===== src/rtl/uart_engine_pkg.sv =====
// Shared definitions for the serial engine: default frame settings and
// the phase encoding used by both the transmit and receive sequencers.
package uart_engine_pkg;

    localparam int unsigned DEF_DIVISOR = 288;
    localparam int unsigned DEF_STOP    = 1;

    typedef enum logic [1:0] {
        PH_IDLE  = 2'd0,
        PH_START = 2'd1,
        PH_DATA  = 2'd2,
        PH_STOP  = 2'd3
    } phase_t;

endpackage


===== src/rtl/uart_line_sync.sv =====
// Multi-stage synchronizer for an asynchronous line input.
// Assumes the line idles high, so every stage resets to one.
module uart_line_sync #(
    parameter int unsigned STAGES = 2
) (
    input  logic clk,
    input  logic rst_n,
    input  logic din,
    output logic dout
);

    logic [STAGES-1:0] chain;

    // Shift the raw line through the synchronizing flops.
    always_ff @(posedge clk) begin
        if (!rst_n) begin
            chain <= '1;
        end else begin
            chain <= {chain[STAGES-2:0], din};
        end
    end

    assign dout = chain[STAGES-1];

endmodule


===== src/rtl/uart_tx_unit.sv =====
// Serial transmitter. It accepts a byte while idle, then sends a start bit,
// the data bits LSB first and the stop bits. Each bit lasts div_q clocks.
// Assumes the effective settings are already resolved (non-zero, in range).
// The settings are latched at acceptance and held for the whole frame.
module uart_tx_unit
    import uart_engine_pkg::*;
#(
    parameter int unsigned DATA_W = 8,
    parameter int unsigned DIV_W  = 16,
    parameter int unsigned BIT_W  = 4
) (
    input  logic              clk,
    input  logic              rst_n,
    input  logic [DIV_W-1:0]  div_eff,
    input  logic [BIT_W-1:0]  bits_eff,
    input  logic [1:0]        stops_eff,
    input  logic              strobe,
    input  logic [DATA_W-1:0] data,
    output logic              ready,
    output logic              txd
);

    localparam logic [DIV_W-1:0] DIV_ONE = DIV_W'(1);
    localparam logic [BIT_W-1:0] BIT_ONE = BIT_W'(1);

    phase_t            phase;
    logic [DIV_W-1:0]  cnt;
    logic [DIV_W-1:0]  div_q;
    logic [BIT_W-1:0]  bits_q;
    logic [BIT_W-1:0]  bit_idx;
    logic [1:0]        stops_q;
    logic [1:0]        stop_idx;
    logic [DATA_W-1:0] shreg;
    logic              bit_end;

    assign bit_end = (cnt == div_q - DIV_ONE);
    assign ready   = (phase == PH_IDLE);

    // Frame sequencer: drives the line and times every bit.
    always_ff @(posedge clk) begin
        if (!rst_n) begin
            phase    <= PH_IDLE;
            txd      <= 1'b1;
            cnt      <= '0;
            div_q    <= '0;
            bits_q   <= '0;
            bit_idx  <= '0;
            stops_q  <= '0;
            stop_idx <= '0;
            shreg    <= '0;
        end else begin
            case (phase)
                PH_IDLE: begin
                    if (strobe) begin
                        div_q   <= div_eff;
                        bits_q  <= bits_eff;
                        stops_q <= stops_eff;
                        shreg   <= data;
                        cnt     <= '0;
                        txd     <= 1'b0;
                        phase   <= PH_START;
                    end
                end
                PH_START: begin
                    if (bit_end) begin
                        cnt     <= '0;
                        txd     <= shreg[0];
                        shreg   <= shreg >> 1;
                        bit_idx <= BIT_ONE;
                        phase   <= PH_DATA;
                    end else begin
                        cnt <= cnt + DIV_ONE;
                    end
                end
                PH_DATA: begin
                    if (bit_end) begin
                        cnt <= '0;
                        if (bit_idx == bits_q) begin
                            txd      <= 1'b1;
                            stop_idx <= 2'd1;
                            phase    <= PH_STOP;
                        end else begin
                            txd     <= shreg[0];
                            shreg   <= shreg >> 1;
                            bit_idx <= bit_idx + BIT_ONE;
                        end
                    end else begin
                        cnt <= cnt + DIV_ONE;
                    end
                end
                PH_STOP: begin
                    if (bit_end) begin
                        cnt <= '0;
                        if (stop_idx == stops_q) begin
                            phase <= PH_IDLE;
                        end else begin
                            stop_idx <= stop_idx + 2'd1;
                        end
                    end else begin
                        cnt <= cnt + DIV_ONE;
                    end
                end
                default: phase <= PH_IDLE;
            endcase
        end
    end

endmodule


===== src/rtl/uart_rx_unit.sv =====
// Serial receiver. It works on an already synchronized line, checks the
// start bit half a bit after detection and samples the data and stop bits
// one bit period apart. It delivers a byte through a valid/ack hold
// register with a sticky overrun flag. Settings are latched at each start
// bit.
module uart_rx_unit
    import uart_engine_pkg::*;
#(
    parameter int unsigned DATA_W = 8,
    parameter int unsigned DIV_W  = 16,
    parameter int unsigned BIT_W  = 4
) (
    input  logic              clk,
    input  logic              rst_n,
    input  logic              line,
    input  logic [DIV_W-1:0]  div_eff,
    input  logic [BIT_W-1:0]  bits_eff,
    input  logic [1:0]        stops_eff,
    output logic              valid,
    output logic [DATA_W-1:0] data,
    input  logic              ack,
    output logic              overrun
);

    localparam logic [DIV_W-1:0] DIV_ONE = DIV_W'(1);
    localparam logic [BIT_W-1:0] BIT_ONE = BIT_W'(1);

    phase_t            phase;
    logic [DIV_W-1:0]  cnt;
    logic [DIV_W-1:0]  div_q;
    logic [BIT_W-1:0]  bits_q;
    logic [BIT_W-1:0]  bit_idx;
    logic [1:0]        stops_q;
    logic [1:0]        stop_idx;
    logic              stop_bad;
    logic [DATA_W-1:0] shreg;
    logic              bit_end;
    logic              frame_done;
    logic              frame_good;
    logic [DATA_W-1:0] assembled;

    assign bit_end    = (cnt == div_q - DIV_ONE);
    assign frame_done = (phase == PH_STOP) && bit_end && (stop_idx == stops_q);
    assign frame_good = frame_done && line && !stop_bad;
    assign assembled  = shreg >> (DATA_W - int'(bits_q));

    // Frame sequencer: start validation, data shifting, stop checking.
    always_ff @(posedge clk) begin
        if (!rst_n) begin
            phase    <= PH_IDLE;
            cnt      <= '0;
            div_q    <= '0;
            bits_q   <= '0;
            bit_idx  <= '0;
            stops_q  <= '0;
            stop_idx <= '0;
            stop_bad <= 1'b0;
            shreg    <= '0;
        end else begin
            case (phase)
                PH_IDLE: begin
                    if (!line) begin
                        div_q   <= div_eff;
                        bits_q  <= bits_eff;
                        stops_q <= stops_eff;
                        cnt     <= '0;
                        phase   <= PH_START;
                    end
                end
                PH_START: begin
                    if (cnt == (div_q >> 1)) begin
                        cnt     <= '0;
                        bit_idx <= '0;
                        phase   <= line ? PH_IDLE : PH_DATA;
                    end else begin
                        cnt <= cnt + DIV_ONE;
                    end
                end
                PH_DATA: begin
                    if (bit_end) begin
                        cnt   <= '0;
                        shreg <= {line, shreg[DATA_W-1:1]};
                        if (bit_idx == bits_q - BIT_ONE) begin
                            stop_idx <= 2'd1;
                            stop_bad <= 1'b0;
                            phase    <= PH_STOP;
                        end else begin
                            bit_idx <= bit_idx + BIT_ONE;
                        end
                    end else begin
                        cnt <= cnt + DIV_ONE;
                    end
                end
                PH_STOP: begin
                    if (bit_end) begin
                        cnt <= '0;
                        if (stop_idx == stops_q) begin
                            phase <= PH_IDLE;
                        end else begin
                            stop_bad <= stop_bad | !line;
                            stop_idx <= stop_idx + 2'd1;
                        end
                    end else begin
                        cnt <= cnt + DIV_ONE;
                    end
                end
                default: phase <= PH_IDLE;
            endcase
        end
    end

    // Delivery register: hold the byte until ack, flag any byte lost meanwhile.
    always_ff @(posedge clk) begin
        if (!rst_n) begin
            valid   <= 1'b0;
            data    <= '0;
            overrun <= 1'b0;
        end else begin
            if (valid && ack) begin
                valid <= 1'b0;
            end
            if (frame_good) begin
                if (valid && !ack) begin
                    overrun <= 1'b1;
                end else begin
                    data  <= assembled;
                    valid <= 1'b1;
                end
            end
        end
    end

endmodule


===== src/rtl/uart_engine.sv =====
// Top of the serial engine. It resolves zero or out-of-range settings to
// their defaults, selects the receiver source (line or loopback) and joins
// the transmitter, synchronizer and receiver. Assumes rxd is asynchronous
// to clk and idles high.
module uart_engine
    import uart_engine_pkg::*;
#(
    parameter int unsigned DATA_W      = 8,
    parameter int unsigned DIV_W       = 16,
    parameter int unsigned SYNC_STAGES = 2
) (
    input  logic              clk,
    input  logic              rst_n,
    input  logic [DIV_W-1:0]  cfg_divisor,
    input  logic [3:0]        cfg_data_bits,
    input  logic [1:0]        cfg_stop_bits,
    input  logic              loopback_en,
    input  logic              rxd,
    output logic              txd,
    input  logic              tx_strobe,
    input  logic [DATA_W-1:0] tx_data,
    output logic              tx_ready,
    output logic              rx_valid,
    output logic [DATA_W-1:0] rx_data,
    input  logic              rx_ack,
    output logic              rx_overrun
);

    localparam int unsigned BIT_W = $clog2(DATA_W + 1);

    logic [DIV_W-1:0] div_eff;
    logic [BIT_W-1:0] bits_eff;
    logic [1:0]       stops_eff;
    logic             tx_line;
    logic             rx_raw;
    logic             rx_line;

    // Map zero or over-range settings onto the defaults.
    always_comb begin
        div_eff   = (cfg_divisor == '0) ? DIV_W'(DEF_DIVISOR) : cfg_divisor;
        bits_eff  = ((cfg_data_bits == 4'd0) || (int'(cfg_data_bits) > DATA_W))
                    ? BIT_W'(DATA_W) : BIT_W'(cfg_data_bits);
        stops_eff = (cfg_stop_bits == 2'd0) ? 2'(DEF_STOP) : cfg_stop_bits;
    end

    assign txd    = tx_line;
    assign rx_raw = loopback_en ? tx_line : rxd;

    uart_tx_unit #(.DATA_W(DATA_W), .DIV_W(DIV_W), .BIT_W(BIT_W)) u_tx (
        .clk       (clk),
        .rst_n     (rst_n),
        .div_eff   (div_eff),
        .bits_eff  (bits_eff),
        .stops_eff (stops_eff),
        .strobe    (tx_strobe),
        .data      (tx_data),
        .ready     (tx_ready),
        .txd       (tx_line)
    );

    uart_line_sync #(.STAGES(SYNC_STAGES)) u_sync (
        .clk   (clk),
        .rst_n (rst_n),
        .din   (rx_raw),
        .dout  (rx_line)
    );

    uart_rx_unit #(.DATA_W(DATA_W), .DIV_W(DIV_W), .BIT_W(BIT_W)) u_rx (
        .clk       (clk),
        .rst_n     (rst_n),
        .line      (rx_line),
        .div_eff   (div_eff),
        .bits_eff  (bits_eff),
        .stops_eff (stops_eff),
        .valid     (rx_valid),
        .data      (rx_data),
        .ack       (rx_ack),
        .overrun   (rx_overrun)
    );

endmodule


===== config.mk =====
export PLATFORM = sky130hd
export DESIGN_NAME = uart_engine
export DESIGN_NICKNAME = d
export VERILOG_FILES = /design/src/rtl/uart_engine_pkg.sv /design/src/rtl/uart_line_sync.sv /design/src/rtl/uart_tx_unit.sv /design/src/rtl/uart_rx_unit.sv /design/src/rtl/uart_engine.sv
export SDC_FILE = /design/constraint.sdc
export NUM_CORES = 1
export LEC_CHECK = 0
export BUFFER_PORTS_ARGS = -buffer_cell sky130_fd_sc_hd__buf_2
export CAP_MARGIN = 5
export CORE_MARGIN = 2
export CORE_UTILIZATION = 45
export DETAILED_ROUTE_END_ITERATION = 8
export SLEW_MARGIN = 20
export SYNTH_ARGS = -nofsm -noshare
export SYNTH_HDL_FRONTEND = slang
export SYNTH_SLANG_ARGS = --single-unit

===== constraint.sdc =====
create_clock -name clk -period 4.07 [get_ports clk]
set_clock_uncertainty 0.1 [all_clocks]
set_input_delay 0.814 -clock clk [delete_from_list [all_inputs] [get_ports clk]]
set_output_delay 0.814 -clock clk [all_outputs]
set_load 0.01 [all_outputs]

==> run metrics, run 1 <==
die height between 100 and 150 um; H-tree depth 4; Synth cell types 68; Crit Path Class reg -> reg; type of element capturing the critical path register; DR vias/cell 5.81; Min-Delay Path Class reg -> reg; max-cap violations 0; CTS root buffer clkbuf_16; Final setup viols 0; gr busiest metal met2; Int Power 2.95 mW; CP arrival 3.93 ns; placed inst area 8000 um^2; met2 GRT Util 35.3%; #FFs+latches synth 122; clock share of power 37.9%; worst path required time 4.32 ns; Synth Flop Type dfxtp_1; initial antenna violation count 0; NumNets Final about 1000; Port Buf Inserts 47; endpoints failing hold 0; largest net degree at the start of global routing 39; row count 47; Sw Pwr 1.47 mW; total vias in the final route 7169; antenna-violating nets left 0; Non-Filler Instances about 1200; initial DRC count 528; register area share after synthesis approximately a third; DRC Markers 0; Layout area overhead 12.8%; Avg Synthesized Cell Area 7.68 um^2; Syn Inst Count about 1000; CP Max Fanout 28; commonest non-fill, non-tap cell in the layout nand2_1; Post-Syn Area 7670 um^2; TritonCTS clock tree done; layout cell share with drive strength beyond 1 approximately an eighth; Synth Warn # 0; routed wire length per instance 15.9 um; fillers 1618; Max VDD drop 0.387 mV; Peak Freq 272 MHz; Core Area approximately 17000 um^2; Worst-path clk slew ~0.06 ns; Slew headroom 40.4%; DP Cell Count 1201; syn_nets 1048; cts hold-fix bufs 0; Initial Util 46.1%; design area 8650 um^2; die span in x 135 um; total setup buffers inserted after CTS 0; RSZ-0062 raised after global routing false; clk sinks 122; Post-DP HPWL 13900 um; Skew-Pair Late Insertion Delay roughly 0.42 ns; ys async rst share 0%; # IOs 48; EDFF count, synth 0; LEAKAGE 3.16 nW; top post-synthesis cells by area dfxtp_1, nand2_1, a21oi_1, mux2i_1, xnor2_1; Synth top area share 31.8%; die area 18100 um^2; crit path time final 3.68 ns; leading area contributor after synthesis dfxtp_1; post-CTS sizing 0; GRT Overall Usage around 22%; vias in the first global route 6585; grt met3 use ~4.7%; commonest non-fill, non-tap cells in the layout nand2_1, dfxtp_1, a21oi_1, buf_2, nand3_1; Seq pwr share 33.2%; max-slew violation count 0; final worst path period share 90.4%; Slew @ Worst Pin 0.894 ns; WL final slightly below 20000 um; Overflow after GRT 0; total negative slack 0 ns; Inserted Clock Buffers 17; status completed; Switching Share 33.2%; Worst Hold Slack 0.360 ns; Clock Path Buffers 2; combinational power share 29.0%; met1 GRT Util between 30 and 40%; DRT Pass-1 Iters 5; PD cells slightly above 500 nW/um^2; routability congestion estimate 0.878; number of diodes 0; first-pass GRT wire length 33100 um; crit path launch type register
## power groups by stage
stage | logic (mW) | clock network, mW | registers [mW]
after floorplan | 1.04 | 0 | 1.42
after global placement | 1.26 | 0 | 1.48
after detailed placement | 1.26 | 0 | 1.49
after CTS | 1.27 | 1.69 | 1.46
after global routing | 1.44 | 1.75 | 1.48
final | 1.28 | 1.67 | 1.46
## cells in the mapped netlist, types with 5 or more instances
| master | count |
|---|---|
| a211oi_1 | 15 |
| a21oi_1 | 72 |
| a31oi_1 | 8 |
| a32oi_1 | 10 |
| a41oi_1 | 14 |
| and2_1 | 6 |
| and3_1 | 14 |
| and4_1 | 5 |
| buf_1 | 7 |
| clkbuf_1 | 71 |
| dfxtp_1 | 122 |
| ha_1 | 13 |
| inv_1 | 25 |
| mux2i_1 | 33 |
| nand2_1 | 134 |
| nand2b_1 | 17 |
| nand3_1 | 46 |
| nand3b_1 | 9 |
| nand4_1 | 39 |
| nor2_1 | 40 |
| nor3_1 | 41 |
| nor4_1 | 25 |
| o211ai_1 | 7 |
| o21ai_0 | 41 |
| o221ai_1 | 7 |
| or2_2 | 9 |
| or3_1 | 11 |
| or4_1 | 17 |
| xnor2_1 | 36 |
| xor2_1 | 34 |
## worst paths after layout
path / from / end / slack [ns] / cells past startpoint
hold / removal: u_sync.chain[0] / u_sync.chain[1] / 0.36 / 1
setup / recovery: u_rx.div_q[1] / u_rx.phase[0] / 0.39 / 10
setup reg to reg: u_rx.div_q[1] / u_rx.phase[0] / 0.39 / 10
hold reg to reg: u_sync.chain[0] / u_sync.chain[1] / 0.36 / 1
## final cells by class
cell class                      instances  area (um^2)  share of cell area (%)
Multi-Input combinational cell        766         4800                    55.5
Sequential cell                       122         2440                    28.2
Clock buffer                           20          457                    5.28
Timing Repair Buffer                   67          385                    4.45
Tap cell                              220          275                    3.18
Clock inverter                         12          195                    2.26
Inverter                               26         97.6                    1.13
## flip-flops by register name, indices dropped and copies added, names as in the netlist, 8 cells and up, named ones only
signal	flops
u_rx.shreg	8
u_tx.cnt	16
u_rx.data	8
u_rx.div_q	16
u_tx.div_q	16
u_rx.cnt	16
u_tx.shreg	8
## worst max-delay path, stage by stage (launching register included)
cell and delay [ns]:
dfxtp_1 0.36, inv_1 0.07, ha_1 0.23, or4b_4 0.54
or4_1 0.51, a32oi_1 0.20, mux2i_1 0.12, or4_4 0.73
buf_4 0.25, or3_1 0.34, a31oi_1 0.16
## metal layers
metal  wire, um  up-vias
li1           -     3676
met1       9690     3342
met2       9000      138
met3        683       13
met4        189        0
met5          0        -
## per-stage QoR
step / utilization, % / power, mW / setup WS (ns)
6_report: 52.0 / 4.41 / 0.391
5_1_grt: 52.0 / 4.67 / 0.131
4_1_cts: 52.0 / 4.42 / 0.387
3_5_place_dp: 48.0 / 2.75 / 0.401
3_3_place_gp: 48.0 / 2.75 / 0.437
2_1_floorplan: - / 2.46 / 0.692
## kinds of logic (layout without fill, tap and decap cells)
| kind of cell | Yosys count | after routing | synth area share [%] |
|---|---|---|---|
| AO/OA/AOI/OAI | 215 | 215 | 18.2 |
| adder cells (fa/ha/maj) | 13 | 13 | 2.12 |
| multiplexers | 34 | 34 | 4.45 |
| XOR/XNOR | 70 | 70 | 7.99 |
| buffers and inverters | 111 | 125 | 5.79 |
| AND/OR/NAND/NOR | 434 | 434 | 29.6 |
| flip-flops | 122 | 122 | 31.8 |
No activity file was read; power rests on OpenSTA's default activity.
==> run 2: changes to the inputs <==
- CAP_MARGIN: 5 -> 15
- CORE_MARGIN: 2 -> unset
==> run 2 against run 1 <==
Critical endpoint is now u_rx.data[4]; cell count is 0.41% lower; combinational power about the same; non-clock buffer count down 5; hold slack got worse by 0.0016 ns; fmax shrank 0.48%; sequential power barely moved; routed wire length about the same; count of clock-buffer cells in the layout grew 1; first-iteration DRC count is 9.1% higher; largest cell class unchanged.
==> run metrics, run 2 (synthesis results as in run 1) <==
status completed; worst path required time 4.32 ns; antenna-violating nets left 0; commonest non-fill, non-tap cell in the layout nand2_1; Worst path depth 9; commonest non-fill, non-tap cells in the layout nand2_1, dfxtp_1, a21oi_1, buf_2, nand3_1; TritonCTS clock tree done; RSZ-0062 raised after global routing false; CTS root buffer clkbuf_16; placed inst area around 8000 um^2; Core Area about 17000 um^2; vias in the first global route 6505; Skew-Pair Late Insertion Delay 0.42 ns; CP max stage cell or4_4; DRC Markers 0; hold depth 1; Min-Delay Path Class reg -> reg; CP arrival 3.94 ns; total setup buffers inserted after CTS 0; Max VDD drop just over 0.4 mV; Slew @ Worst Pin 0.936 ns; max-slew violation count 0; Inserted Clock Buffers 17; LEAKAGE roughly 3.1 nW; initial antenna violation count 0; NumNets Final 1044; crit path launch type register; number of diodes 0; WP buf/inv 1; final worst path period share between 90 and 100%; Power Total ~4.3 mW; most used cell, CP or4_1; CP Max Fanout 33; kind of cell adding the most delay to the critical path simple AND/OR/NAND/NOR gates; H-tree depth 4; Post-DP HPWL about 14000 um; DR vias/cell 5.91; PD cells 503 nW/um^2; total negative slack 0 ns; clk sinks 122; layout cell share with drive strength beyond 1 between 10% and 20%; post-CTS sizing 0; cell chain of the critical path inv_1, ha_1, or4b_4, or4_1, a32oi_1, mux2i_1, or4_4, or4_1, a21oi_1; die height 133 um; Peak Freq 271 MHz; first-pass GRT wire length roughly 32000 um; Worst-path clk slew roughly 0.06 ns; Final Util 51.7%; Initial Util 46.3%; initial DRC count 576; endpoints failing hold 0; FF-to-FF path depth 9; die area 17600 um^2; Clock Path Buffers 2; cts hold-fix bufs 0; Reg2Reg Setup Slack 0.37 ns; max-cap violations 0; row count 47; routability congestion estimate 0.858; Port Buf Inserts 47; Final setup viols 0; Worst Hold Slack 0.358 ns; fillers 1683; crit path time final 3.70 ns; type of element capturing the critical path register; largest net degree at the start of global routing 45; die span in x 133 um; Layout area overhead 11.8%; routed wire length per instance 15.9 um; design area 8570 um^2; Overflow after GRT 0; total vias in the final route 7253; WL final 19600 um; Crit Path Class reg -> reg; GRT Overall Usage around 23%; # IOs 48; DRT Pass-1 Iters 5; max incr delay on CP 0.74 ns; Slew headroom 37.6%
run 2: changes by cell type in the layout (fill, tap and decap cells not counted), sizes merged:
cell    change
bufinv      -2
clkinv      +1
clkbuf      +1
buf         -5
run 2: worst register-to-register path, delay by kind of cell, from the launching register on:
family / cells / cell delay (ns)
buffers and inverters: 1 / 0.07
muxes: 1 / 0.12
DFF: 1 / 0.35
adders and majority gates: 1 / 0.24
AOI/OAI and AO/OA: 2 / 0.36
and+or+nand+nor: 4 / 2.38
run 2: final timing paths:
path	from	to
setup reg to reg	u_rx.div_q[0]	u_rx.data[4]
hold / removal	u_sync.chain[0]	u_sync.chain[1]
setup / recovery	u_rx.div_q[0]	u_rx.data[4]
hold reg to reg	u_sync.chain[0]	u_sync.chain[1]
run 2: power by group:
group,internal (mW),switching [mW],total [mW]
Clock,1.01,0.559,1.57
Combinational,0.510,0.768,1.28
Sequential,1.32,0.147,1.46
run 2: area by class of cell:
| class | count | area [um^2] | share of cell area, % |
|---|---|---|---|
| multi-input cells | 766 | 4790 | 55.9 |
| flip-flops and latches | 122 | 2440 | 28.5 |
| clock buffers | 21 | 470 | 5.49 |
| repair buffers | 62 | 348 | 4.06 |
| well taps | 220 | 275 | 3.21 |
| clock inverters | 11 | 144 | 1.68 |
| inverters | 26 | 97.6 | 1.14 |
run 2: metrics by stage:
stage,setup slack [ns],instances
4_1_cts,0.361,1228
3_5_place_dp,0.378,1196
6_report,0.373,1228
3_3_place_gp,0.444,1196
5_1_grt,0.163,1228
2_1_floorplan,0.692,999
run 2: metal layers:
layer,wire (um),track usage (%),up-vias
met2,9080,36.4,140
met3,694,4.48,30
li1,-,-,3647
met1,9480,30.4,3436
met4,311,7.22,0
met5,0,0,-
==> run 3: changes to the inputs <==
- CORE_ASPECT_RATIO: unset -> 0.6
==> run 3 against run 2 <==
Register-to-register slack lost 0.05 ns; sequential power about the same; via count increased by 1.4%; routed wire length rose by 7.5%; critical path depth unchanged.
==> run metrics, run 3 (synthesis results as in run 1) <==
layout cell share with drive strength beyond 1 between 10% and 20%; Seq pwr share 33.4%; cts hold-fix bufs 0; FF-to-FF path depth 9; initial antenna violation count 0; DRT Pass-1 Iters 5; RSZ-0062 raised after global routing false; Layout area overhead 12.1%; Worst Hold Slack ~0.32 ns; Switching Share 34.6%; post-CTS sizing 0; die height 103 um; final worst path period share 92.0%; PD cells 512 nW/um^2; clk sinks 122; Skew-Pair Late Insertion Delay 0.42 ns; # IOs 48; GRT Overall Usage 24.5%; CP max stage cell or4_4; row count 36; most used cell, CP or4_1; RR Startpoint u_rx.div_q[0]; vias in the first global route between 6000 and 7000; total setup buffers inserted after CTS 0; Reg2Reg Setup Slack roughly 0.32 ns; DR vias/cell 5.95; Critical R2R Capture u_rx.data[4]; Overflow after GRT 0; routability congestion estimate roughly 0.91; Inserted Clock Buffers 17; Clock Path Buffers 2; NumNets Final 1047; CTS root buffer clkbuf_16; Worst-path clk slew roughly 0.060 ns; CP Max Fanout 27; Non-Filler Instances ~1200; max-slew violation count 0; CP arrival 3.99 ns; crit path launch type register; LEAKAGE 3.14 nW; clock share of power 36.4%; Core Area 16400 um^2; Post-DP HPWL 14900 um; total negative slack 0 ns; endpoints failing hold 0; type of element capturing the critical path register; routed wire length per instance 17.0 um; crit path time final 3.75 ns; DP Cell Count 1207; initial DRC count 713; WL final between 20000 and 25000 um; Int Power 2.88 mW; die area 17600 um^2; Port Buf Inserts 47; placed inst area 7990 um^2; DRC Markers 0; design area ~8600 um^2; Hold EP u_sync.chain[1]; Sw Pwr 1.52 mW; Max VDD drop approximately 0.21 mV; cell chain of the critical path inv_1, ha_1, or4b_4, or4_1, a32oi_1, mux2i_1, or4_4, or4_1, a21oi_1; Crit Path Class reg -> reg; TritonCTS clock tree done; combinational power share 30.2%; Peak Freq 267 MHz; Final Util 52.3%; Initial Util a little under half; total vias in the final route ~7400; largest net degree at the start of global routing 43; Min-Delay Path Class reg -> reg; Slew @ Worst Pin slightly above 1 ns; max incr delay on CP 0.72 ns; die span in x 171 um; fillers 1584; first-pass GRT wire length 33700 um; max-cap violations 0; status completed; commonest non-fill, non-tap cell in the layout nand2_1; Worst Hold Launch u_sync.chain[0]; antenna-violating nets left 0; H-tree depth 4; Slew headroom 31.9%; Final setup viols 0; worst path required time around 4.3 ns; commonest non-fill, non-tap cells in the layout nand2_1, dfxtp_1, a21oi_1, buf_2, nand3_1; hold depth 1
## run 3: per-layer routing
layer / vias up / GRT usage (%) / part of all wire, %
met5: - / 0 / 0
met4: 0 / 8.11 / 0.85
met3: 13 / 4.88 / 6.5
met2: 250 / 30.2 / 37
met1: 3447 / 39.8 / 55
li1: 3644 / - / -
## run 3: through the flow
stage                     total power [mW]  setup WS, ns
after global routing                  4.62         0.191
final                                 4.40         0.324
after detailed placement              2.78         0.384
after floorplan                       2.46         0.692
after CTS                             4.40         0.362
after global placement                2.79         0.456
## run 3: area by class of cell
type | instances | area (um^2) | share of cell area, %
diodes | 1 | 2.50 | 0.0291
clock inverters | 8 | 146 | 1.70
inverters | 26 | 97.6 | 1.14
well taps | 228 | 285 | 3.32
repair buffers | 65 | 370 | 4.31
flip-flops and latches | 122 | 2440 | 28.4
clock buffers | 20 | 457 | 5.31
multi-input cells | 766 | 4790 | 55.8
## run 3: worst max-delay path by stage
stage / startpoint / endpoint / slack, ns / depth (start not counted)
CTS: u_rx.div_q[0] / u_rx.data[4] / 0.36 / 9
finish: u_rx.div_q[0] / u_rx.data[4] / 0.32 / 9
global placement: u_rx.div_q[0] / u_rx.data[5] / 0.46 / 9
detailed placement: u_rx.div_q[0] / u_rx.data[4] / 0.38 / 9
floorplan: u_rx.div_q[0] / u_rx.data[4] / 0.69 / 10
global route: u_rx.div_q[0] / u_rx.data[4] / 0.19 / 9
## run 3: power by group through the flow
stage | Combinational, mW | Sequential, mW | Clock, mW
3_5_place_dp | 1.29 | 1.49 | 0
5_1_grt | 1.46 | 1.48 | 1.67
2_1_floorplan | 1.04 | 1.42 | 0
4_1_cts | 1.31 | 1.46 | 1.63
6_report | 1.33 | 1.47 | 1.60
3_3_place_gp | 1.30 | 1.49 | 0
## run 3: worst max-delay path: cells and delay by family, from the launching register on
kind	cells	cell delay, ns
buffers and inverters	1	0.07
adder cells (fa/ha/maj)	1	0.25
AND/OR/NAND/NOR	4	2.36
multiplexers	1	0.13
AO/OA/AOI/OAI	2	0.39
flip-flops	1	0.35
